**src/rtl/relay_hold_pkg.sv**
```systemverilog
package relay_hold_pkg;

    typedef enum logic [1:0] {
        ST_IDLE   = 2'd0,
        ST_ACTIVE = 2'd1,
        ST_HOLD   = 2'd2,
        ST_LOCK   = 2'd3
    } relay_state_e;

    typedef struct packed {
        logic en;
        logic trig;
    } in_pair_t;

    function automatic int max2(input int a, input int b);
        return (a > b) ? a : b;
    endfunction

    function automatic int max3(input int a, input int b, input int c);
        return max2(max2(a, b), c);
    endfunction

    function automatic logic relay_closed(input relay_state_e s);
        return (s == ST_ACTIVE) || (s == ST_HOLD);
    endfunction

endpackage

```
**src/rtl/in_sync.sv**
```systemverilog
module in_sync #(
    parameter int WIDTH = 2
) (
    input  logic             clk,
    input  logic             rst,
    input  logic [WIDTH-1:0] d,
    output logic [WIDTH-1:0] q
);
    logic [WIDTH-1:0] meta;

    for (genvar i = 0; i < WIDTH; i++) begin : g_bit
        always_ff @(posedge clk) begin
            if (rst) begin
                meta[i] <= 1'b0;
                q[i]    <= 1'b0;
            end else begin
                meta[i] <= d[i];
                q[i]    <= meta[i];
            end
        end
    end
endmodule

```
**src/rtl/dwell_filter.sv**
```systemverilog
module dwell_filter #(
    parameter int CW = 4
) (
    input  logic          clk,
    input  logic          rst,
    input  logic          tick,
    input  logic          clear,
    input  logic          raw,
    input  logic [CW-1:0] limit,
    output logic          level
);
    logic [CW-1:0] cnt;

    always_ff @(posedge clk) begin
        if (rst || clear) begin
            level <= 1'b0;
            cnt   <= '0;
        end else if (raw == level) begin
            cnt <= '0;
        end else if (tick) begin
            if (cnt == limit - 1'b1) begin
                level <= raw;
                cnt   <= '0;
            end else begin
                cnt <= cnt + 1'b1;
            end
        end
    end
endmodule

```
**src/rtl/hold_fsm.sv**
```systemverilog
module hold_fsm
    import relay_hold_pkg::*;
#(
    parameter int HOLD_TICKS = 100,
    parameter int LOCK_TICKS = 64
) (
    input  logic         clk,
    input  logic         rst,
    input  logic         tick,
    input  logic         cond,
    output relay_state_e state
);
    localparam int CW = $clog2(max2(HOLD_TICKS, LOCK_TICKS) + 1);
    localparam logic [CW-1:0] HOLD_LD = CW'(HOLD_TICKS);
    localparam logic [CW-1:0] LOCK_LD = CW'(LOCK_TICKS);

    logic [CW-1:0] remain;
    logic          boot;

    always_ff @(posedge clk) begin
        if (rst) begin
            state  <= ST_IDLE;
            remain <= '0;
            boot   <= 1'b1;
        end else begin
            unique case (state)
                ST_IDLE: begin
                    if (boot) begin
                        boot   <= 1'b0;
                        state  <= ST_HOLD;
                        remain <= HOLD_LD;
                    end else if (cond) begin
                        state <= ST_ACTIVE;
                    end
                end
                ST_ACTIVE: begin
                    if (!cond) begin
                        state  <= ST_HOLD;
                        remain <= HOLD_LD;
                    end
                end
                ST_HOLD: begin
                    if (cond) begin
                        state <= ST_ACTIVE;
                    end else if (tick) begin
                        if (remain <= 1) begin
                            state  <= ST_LOCK;
                            remain <= LOCK_LD;
                        end else begin
                            remain <= remain - 1'b1;
                        end
                    end
                end
                ST_LOCK: begin
                    if (tick) begin
                        if (remain <= 1) begin
                            state <= ST_IDLE;
                        end else begin
                            remain <= remain - 1'b1;
                        end
                    end
                end
                default: state <= ST_IDLE;
            endcase
        end
    end
endmodule

```
**src/rtl/relay_hold_ctrl.sv**
```systemverilog
module relay_hold_ctrl
    import relay_hold_pkg::*;
#(
    parameter int EN_TICKS       = 1024,
    parameter int TRIG_ON_TICKS  = 4,
    parameter int TRIG_RE_TICKS  = 64,
    parameter int TRIG_OFF_TICKS = 4,
    parameter int HOLD_TICKS     = 100,
    parameter int LOCK_TICKS     = 64
) (
    input  logic       clk,
    input  logic       rst,
    input  logic       osc_tick,
    input  logic       en_raw,
    input  logic       trig_raw,
    output logic       relay_on,
    output logic [1:0] state_o
);
    localparam int EW = $clog2(EN_TICKS + 1);
    localparam int TW = $clog2(max3(TRIG_ON_TICKS, TRIG_RE_TICKS, TRIG_OFF_TICKS) + 1);

    in_pair_t     raw_in;
    in_pair_t     synced;
    logic         en_f;
    logic         trig_f;
    logic [TW-1:0] trig_limit;
    relay_state_e state_q;

    assign raw_in = '{en: en_raw, trig: trig_raw};

    in_sync #(.WIDTH(2)) u_sync (
        .clk (clk),
        .rst (rst),
        .d   (raw_in),
        .q   (synced)
    );

    dwell_filter #(.CW(EW)) u_en_filt (
        .clk   (clk),
        .rst   (rst),
        .tick  (osc_tick),
        .clear (1'b0),
        .raw   (synced.en),
        .limit (EW'(EN_TICKS)),
        .level (en_f)
    );

    always_comb begin
        if (trig_f)
            trig_limit = TW'(TRIG_OFF_TICKS);
        else if (relay_closed(state_q))
            trig_limit = TW'(TRIG_RE_TICKS);
        else
            trig_limit = TW'(TRIG_ON_TICKS);
    end

    dwell_filter #(.CW(TW)) u_trig_filt (
        .clk   (clk),
        .rst   (rst),
        .tick  (osc_tick),
        .clear (state_q == ST_LOCK),
        .raw   (synced.trig),
        .limit (trig_limit),
        .level (trig_f)
    );

    hold_fsm #(
        .HOLD_TICKS (HOLD_TICKS),
        .LOCK_TICKS (LOCK_TICKS)
    ) u_fsm (
        .clk   (clk),
        .rst   (rst),
        .tick  (osc_tick),
        .cond  (en_f && trig_f),
        .state (state_q)
    );

    assign relay_on = relay_closed(state_q);
    assign state_o  = state_q;
endmodule

```
**config.mk**
```make
export PLATFORM = sky130hd
export DESIGN_NAME = relay_hold_ctrl
export DESIGN_NICKNAME = d
export VERILOG_FILES = /design/src/rtl/relay_hold_pkg.sv /design/src/rtl/in_sync.sv /design/src/rtl/dwell_filter.sv /design/src/rtl/hold_fsm.sv /design/src/rtl/relay_hold_ctrl.sv
export SDC_FILE = /design/constraint.sdc
export NUM_CORES = 1
export LEC_CHECK = 0
export ABC_AREA = 1
export BUFFER_PORTS_ARGS = -buffer_cell sky130_fd_sc_hd__buf_4
export CORE_AREA = 8 8 83 85
export DETAILED_ROUTE_END_ITERATION = 8
export DIE_AREA = 0 0 91 93
export HOLD_SLACK_MARGIN = 0.1
export SLEW_MARGIN = 20
export SYNTH_ARGS = -nofsm -noshare
export SYNTH_HDL_FRONTEND = slang
export SYNTH_SLANG_ARGS = --single-unit
```
**constraint.sdc**
```tcl
create_clock -name clk -period 1.82 [get_ports clk]
set_input_delay 0.091 -clock clk [delete_from_list [all_inputs] [get_ports clk]]
set_output_delay 0.091 -clock clk [all_outputs]
set_load 0.01 [all_outputs]
```
# [Word level (Yosys, flattened, before mapping)]
# Index checks and enable logic that the tools add are counted.
[op_classes] bitwise_logic=2 muxes=21 order_cmp=1 add_sub_neg=4 n_mul=0 n_shift=0 reduce_logical=10 div=0 n_eq_ne=17
[op_table] cell="2-to-1 mux 7 bit" n=10
[op_table] cell="case mux 7 bit (4 select lines)" n=1
[op_table] cell="2-to-1 mux 2 bit" n=8
[op_table] cell="subtractor 7 x 1 -> 7 bit (second input constant)" n=2
[op_table] cell="AND reduction 6 bit" n=2
[op_table] cell="adder 11 x 1 -> 11 bit (second input constant)" n=1
[op_table] cell="equality test 11 x 10 -> 1 bit (second input constant)" n=1
[op_table] cell="2-to-1 mux 11 bit" n=1
[op_table] cell="!= test 2 bit (second input constant)" n=5
[op_table] cell="case mux 2 bit (4 select lines)" n=1
[op_table] cell="adder 7 x 1 -> 7 bit (second input constant)" n=1
[op_table] cell="equality test 7 bit" n=1
[op_table] cell="less-or-equal comparator 7 x 1 -> 1 bit (second input constant)" n=1
[op_table] cell="!= test 3 x 1 -> 1 bit (second input constant)" n=2
[op_table] cell="AND reduction 3 bit" n=2
[op_table] cell="equality test 2 bit (second input constant)" n=2
[op_table] cell="!= test 2 x 1 -> 1 bit (second input constant)" n=2
[op_table] cell="OR reduction 2 bit" n=2
[op_table] cell="!= test 3 x 2 -> 1 bit (second input constant)" n=1
[op_table] cell="equality test 1 bit" n=2
[op_table] cell="equality test 2 x 1 -> 1 bit (second input constant)" n=1
[op_table] cell="zero test 2 bit" n=1
[op_table] cell="logical OR 1 bit" n=2
[op_table] cell="inverter 1 bit" n=2
[op_table] cell="logical AND 1 bit" n=1
[totals] latch_bits=0 mem_bits_ro=0 ram_bits=0 out_inout_bits=3 reg_bits=34 n_memories=0

# [Logic depth before layout (Yosys ltp)]
[depth] depth_word=7 mapped_depth=10 mapped_depth_nobuf=10

# [By module]
# Synthesis repeated with hierarchy kept, for this count alone.
[hier_totals] cells_unflattened=398 area_unflattened_um2=2547.4
[by_module_without_submodules] mod="dwell_filter at u_en_filt" cells_per_inst=165 seq_area_each_um2=240.2 n_inst=1 area_per_inst_um2=1069.8
[by_module_without_submodules] mod="dwell_filter at u_trig_filt" cells_per_inst=115 seq_area_each_um2=160.2 n_inst=1 area_per_inst_um2=695.7
[by_module_without_submodules] mod="hold_fsm" cells_per_inst=97 seq_area_each_um2=200.2 n_inst=1 area_per_inst_um2=629.4
[by_module_without_submodules] mod="in_sync" cells_per_inst=12 seq_area_each_um2=80.1 n_inst=1 area_per_inst_um2=110.1
[by_module_without_submodules] mod="relay_hold_ctrl" cells_per_inst=9 seq_area_each_um2=0.0 n_inst=1 area_per_inst_um2=42.5

# [Least setup slack after synthesis]
# No wires, ideal clock.
[synth_path] kind="register to register" from="register u_fsm.state[0]" to="register u_trig_filt.cnt[2]" stages_incl_launch_ff=10 required_time_ns=1.764 arrival_time_ns=1.502 period_less_slack_ns=1.558 setup_slack_ns=0.262 path_cell_list="dfxtp_1 inv_1 ha_1 inv_1 nor2_1 nand2_1 nand3_1 nand2_1 or2_1 inv_1"
[synth_via] elab_chain_len=7 elab_cells_between_ends=11 cone_classes="add/sub: 1; eq/ne: 4; mux: 3; reduce/logical: 3"
[synth_lines] element="start, declared" line_no="hold_fsm.sv:11" source="output relay_state_e state"
[synth_lines] element="start signal, assigned" line_no="hold_fsm.sv:22" source="state <= ST_IDLE;"
[synth_lines] element="start signal, assigned" line_no="hold_fsm.sv:30" source="state <= ST_HOLD;"
[synth_lines] element="start signal, assigned" line_no="hold_fsm.sv:33" source="state <= ST_ACTIVE;"
[synth_lines] element="equality test 2 x 1 -> 1 bit / equality test 2 bit (equally long branches)"
[synth_lines] element="logical OR 1 bit *"
[synth_lines] element="named net relay_on" line_no="relay_hold_ctrl.sv:16" source="output logic relay_on,"
[synth_lines] element="2-to-1 mux 7 bit *" line_no="relay_hold_ctrl.sv:51" source="else if (relay_closed(state_q))"
[synth_lines] element="2-to-1 mux 7 bit *" line_no="relay_hold_ctrl.sv:49" source="if (trig_f)"
[synth_lines] element="subtractor 7 x 1 -> 7 bit *" line_no="dwell_filter.sv:21" source="if (cnt == limit - 1'b1) begin"
[synth_lines] element="equality test 7 bit *" line_no="dwell_filter.sv:21"
[synth_lines] element="2-to-1 mux 7 bit *" line_no="dwell_filter.sv:21"
[synth_lines] element="end signal, assigned" line_no="dwell_filter.sv:25" source="cnt <= cnt + 1'b1;"
[synth_lines] element="end, declared" line_no="dwell_filter.sv:12" source="logic [CW-1:0] cnt;"
# Mark *: on every way through the listed nets, which the timed path passes. The rest lies on a longest branch.
# A chain may end at the register's enable or synchronous reset.

# [Worst setup path after layout]
[layout_path] from="register u_fsm.state[0]" to="register u_fsm.remain[5]"
[layout_via] elab_chain_len=3 elab_cells_between_ends=12 cone_classes="eq/ne: 9; mux: 1; reduce/logical: 2"
[layout_lines] element="equality test 2 bit, or another cell as far along" line_no="hold_fsm.sv:26" source="unique case (state)"
[layout_lines] element="!= test 2 bit (no source line) / != test 2 x 1 -> 1 bit (equally long branches)"
[layout_lines] element="AND reduction 6 bit (no source line)"
[layout_lines] element="end signal, assigned" line_no="hold_fsm.sv:50" source="remain <= remain - 1'b1;"
[layout_lines] element="end signal, assigned" line_no="hold_fsm.sv:59" source="remain <= remain - 1'b1;"
[layout_lines] element="end, declared" line_no="hold_fsm.sv:17" source="logic [CW-1:0] remain;"
# Several ways; a longest one is shown, not always the timed one.

==> flow_metrics.env <==
export IMPL_yosys_top_cells_count="nand2_1 (52), nor2_1 (44), inv_1 (38)"
export IMPL_yosys_most_used_dff="dfxtp_1"
export IMPL_drive_gt1_share_pct=11.3
export IMPL_grt_pass1_vias=1477
export IMPL_min_path_type="in -> reg"
export IMPL_synth_mux_area_share_pct=0
export IMPL_cts_buffer_depth=2
export IMPL_cap_violations=0
export IMPL_synth_edf_count=0
export IMPL_first_pass_iters=4
export IMPL_cts_resized=0
export IMPL_hpwl_mm=2.68
export IMPL_synth_cells=266
export IMPL_cp_start_kind="flip-flop"
export IMPL_synthArstFlopShare_pct=0
export IMPL_synthToLayoutAreaGrowth_pct=14.1
export IMPL_ctsHoldBuffers=5
export IMPL_power_density_nw_per_um2=1260
export IMPL_p_leak_nw=0.919
export IMPL_die_w_um=91
export IMPL_viasPerCell=4.48
export IMPL_slew_headroom_pct=67.9
export IMPL_synth_area_top_cells="dfxtp_1 (36%), nand2_1 (10%), nor2_1 (8.8%)"
export IMPL_cts_buffers=5
export IMPL_wl_per_cell_um=9.92
export IMPL_grt_pass1_wl_mm=6.38
export IMPL_slew_viol_final=0
export IMPL_hold_start="osc_tick"
export IMPL_drt_total_wl_mm=3.56
export IMPL_start_util_pct=33.1
export IMPL_tns_ns=0
export IMPL_fin_crit_ns=1.62
export IMPL_cp_data_required_time_ns=2.01
export IMPL_fmaxAchievable_mhz=618
export IMPL_rsz0062_at_grt="no"
export IMPL_r2r_slack_ns=0.20
export IMPL_grt_usage_pct=9.10
export IMPL_antenna_diode_count=0
export IMPL_dr_wl_met3_um=87
export IMPL_post_cts_buffers=0
export IMPL_grt_max_degree=14
export IMPL_core_um2=5680
export IMPL_worstMarginPinSlew_ns=0.481
export IMPL_yosysWarnings=0
export IMPL_critPathKind="reg -> reg"
export IMPL_final_net_count=298
export IMPL_num_vias=1610
export IMPL_place_gp_congestion=0.795
export IMPL_drt_met1_wl_mm=1.79
export IMPL_clock_skew_ns=0.00602
export IMPL_total_power_mw=2.70
export IMPL_rows=28
export IMPL_die_y_um=93
export IMPL_yosysTopAreaCell="dfxtp_1"
export IMPL_reg2reg_to="u_fsm.remain[5]"
export IMPL_yosys_cell_count_top_type="nand2_1"
export IMPL_grt_overflow=0
export IMPL_rr_startpoint="u_fsm.state[0]"
export IMPL_drt_initial_drc_count=89
export IMPL_cts_reportedPaths_clkPinSlew_ns=0.07
export IMPL_dieArea_um2=8460
export IMPL_rr_worst_depth=8
export IMPL_ys_ff_latch=34
export IMPL_critPathCaptureType="flip-flop"
export IMPL_cts_tree="built"
export IMPL_crit_start="u_fsm.state[0]"
export IMPL_timing_final_crit_share_pct=88.9
export IMPL_yosys_area_share_xor_xnor_pct=5.13
export IMPL_cts_sinks=34
export IMPL_path_max_fanout=9
export IMPL_yosysTopAreaCellShare_pct=36.3
export IMPL_finalHoldViolations=0
export IMPL_synth_area_um2=1880
export IMPL_synthSimpleGateAreaFrac_pct=37.9
export IMPL_setup_viol=0
export IMPL_syn_area_per_cell_um2=7.06
export IMPL_yosysSeqAreaShare_pct=36.3
export IMPL_insertion_delay_ns=0.29
export IMPL_ant_nets=0
export IMPL_arrival_ns=1.81
export IMPL_h_tree_depth=2
export IMPL_synth_compound_area_share_pct=6.07
export IMPL_synth_top_family_by_area="simple AND/OR/NAND/NOR gates"
export IMPL_drcViolationCount=0
export IMPL_io_buffers=7
export IMPL_cts_root_buf="clkbuf_8"
export IMPL_setup_slack_ns=0.202
export IMPL_ir_worst_vdd_v=0.000629
export IMPL_status="completed"
export IMPL_yosysUniqueCellTypes=31
export IMPL_antenna_found_initial=0
export IMPL_routed_top_layer="met4"
export IMPL_crit_path_end="u_fsm.remain[5]"
export IMPL_num_io_pins=8
export IMPL_synthAdderAreaFrac_pct=6.00
export IMPL_mappedNetlistNets=280
export IMPL_pre_cts_slack_ns=0.191
export IMPL_wl_met2_mm=1.60
## layer usage
metal	vias to the layer above	global-route usage, %
met1	713	10.7
met5	-	0
met3	8	2.32
met4	0	4.91
li1	874	-
met2	15	14.9
## kinds of logic after synthesis
group | after synthesis
buffers and inverters | 42
xor gates and xnor gates | 11
DFF | 34
adders and majority gates | 9
and+or+nand+nor | 150
AOI/OAI and AO/OA | 20
## per-stage QoR
step / util (%) / hold WS [ns] / area [um^2] / instances
detailed placement: 35.5 / 0.300 / 2020 / 347
global placement: 35.5 / 0.300 / 2020 / 347
global route: 37.7 / 0.120 / 2140 / 359
finish: 37.7 / 0.106 / 2140 / 359
floorplan: - / 0.162 / 1880 / 266
CTS: 37.7 / 0.101 / 2140 / 359
## registers in the layout (all words and copies together) (netlist names), 2 cells and up
name,count
u_trig_filt.cnt,7
u_sync.meta,2
u_fsm.remain,7
u_en_filt.cnt,11
u_sync.q,2
u_fsm.state,2
## cell type report
type                            instances  area, um^2
Timing Repair Buffer                   12         103
Inverter                               41         154
Multi-Input combinational cell        190        1030
Clock buffer                            7        76.3
Fill cell                             632        3530
Sequential cell                        34         681
Tap cell                               75        93.8
## placed cells by master, fill, tap and decap left out, drive strengths merged, types with 6 or more instances in the layout
master  count
inv        40
dfxtp      34
buf         7
nor2       52
ha          9
clkbuf      7
a21oi       7
nand3      24
nand2      58
o21ai       6
xor2        7
## where the power goes
group	internal (mW)	switching (mW)
clock	0.263	0.261
combinational	0.467	0.747
sequential	0.846	0.112
total	1.58	1.12
## worst max-delay path, stage by stage, from the launching register on
cell     delay (ns)
dfxtp_1        0.42
inv_1          0.11
ha_1           0.29
nand3_1        0.13
nand3_2        0.11
nor2_8         0.17
nand3_1        0.13
nor2_1         0.12
nor2_1         0.04
## worst min path at each step
stage,endpoint,cells after the start
3_3_place_gp,u_sync.meta[1],3
6_report,u_en_filt.cnt[10],2
3_5_place_dp,u_sync.meta[1],3
2_1_floorplan,u_sync.meta[0],1
5_1_grt,u_en_filt.cnt[10],2
4_1_cts,u_en_filt.cnt[10],2
No activity file was read; power rests on OpenSTA's default activity.
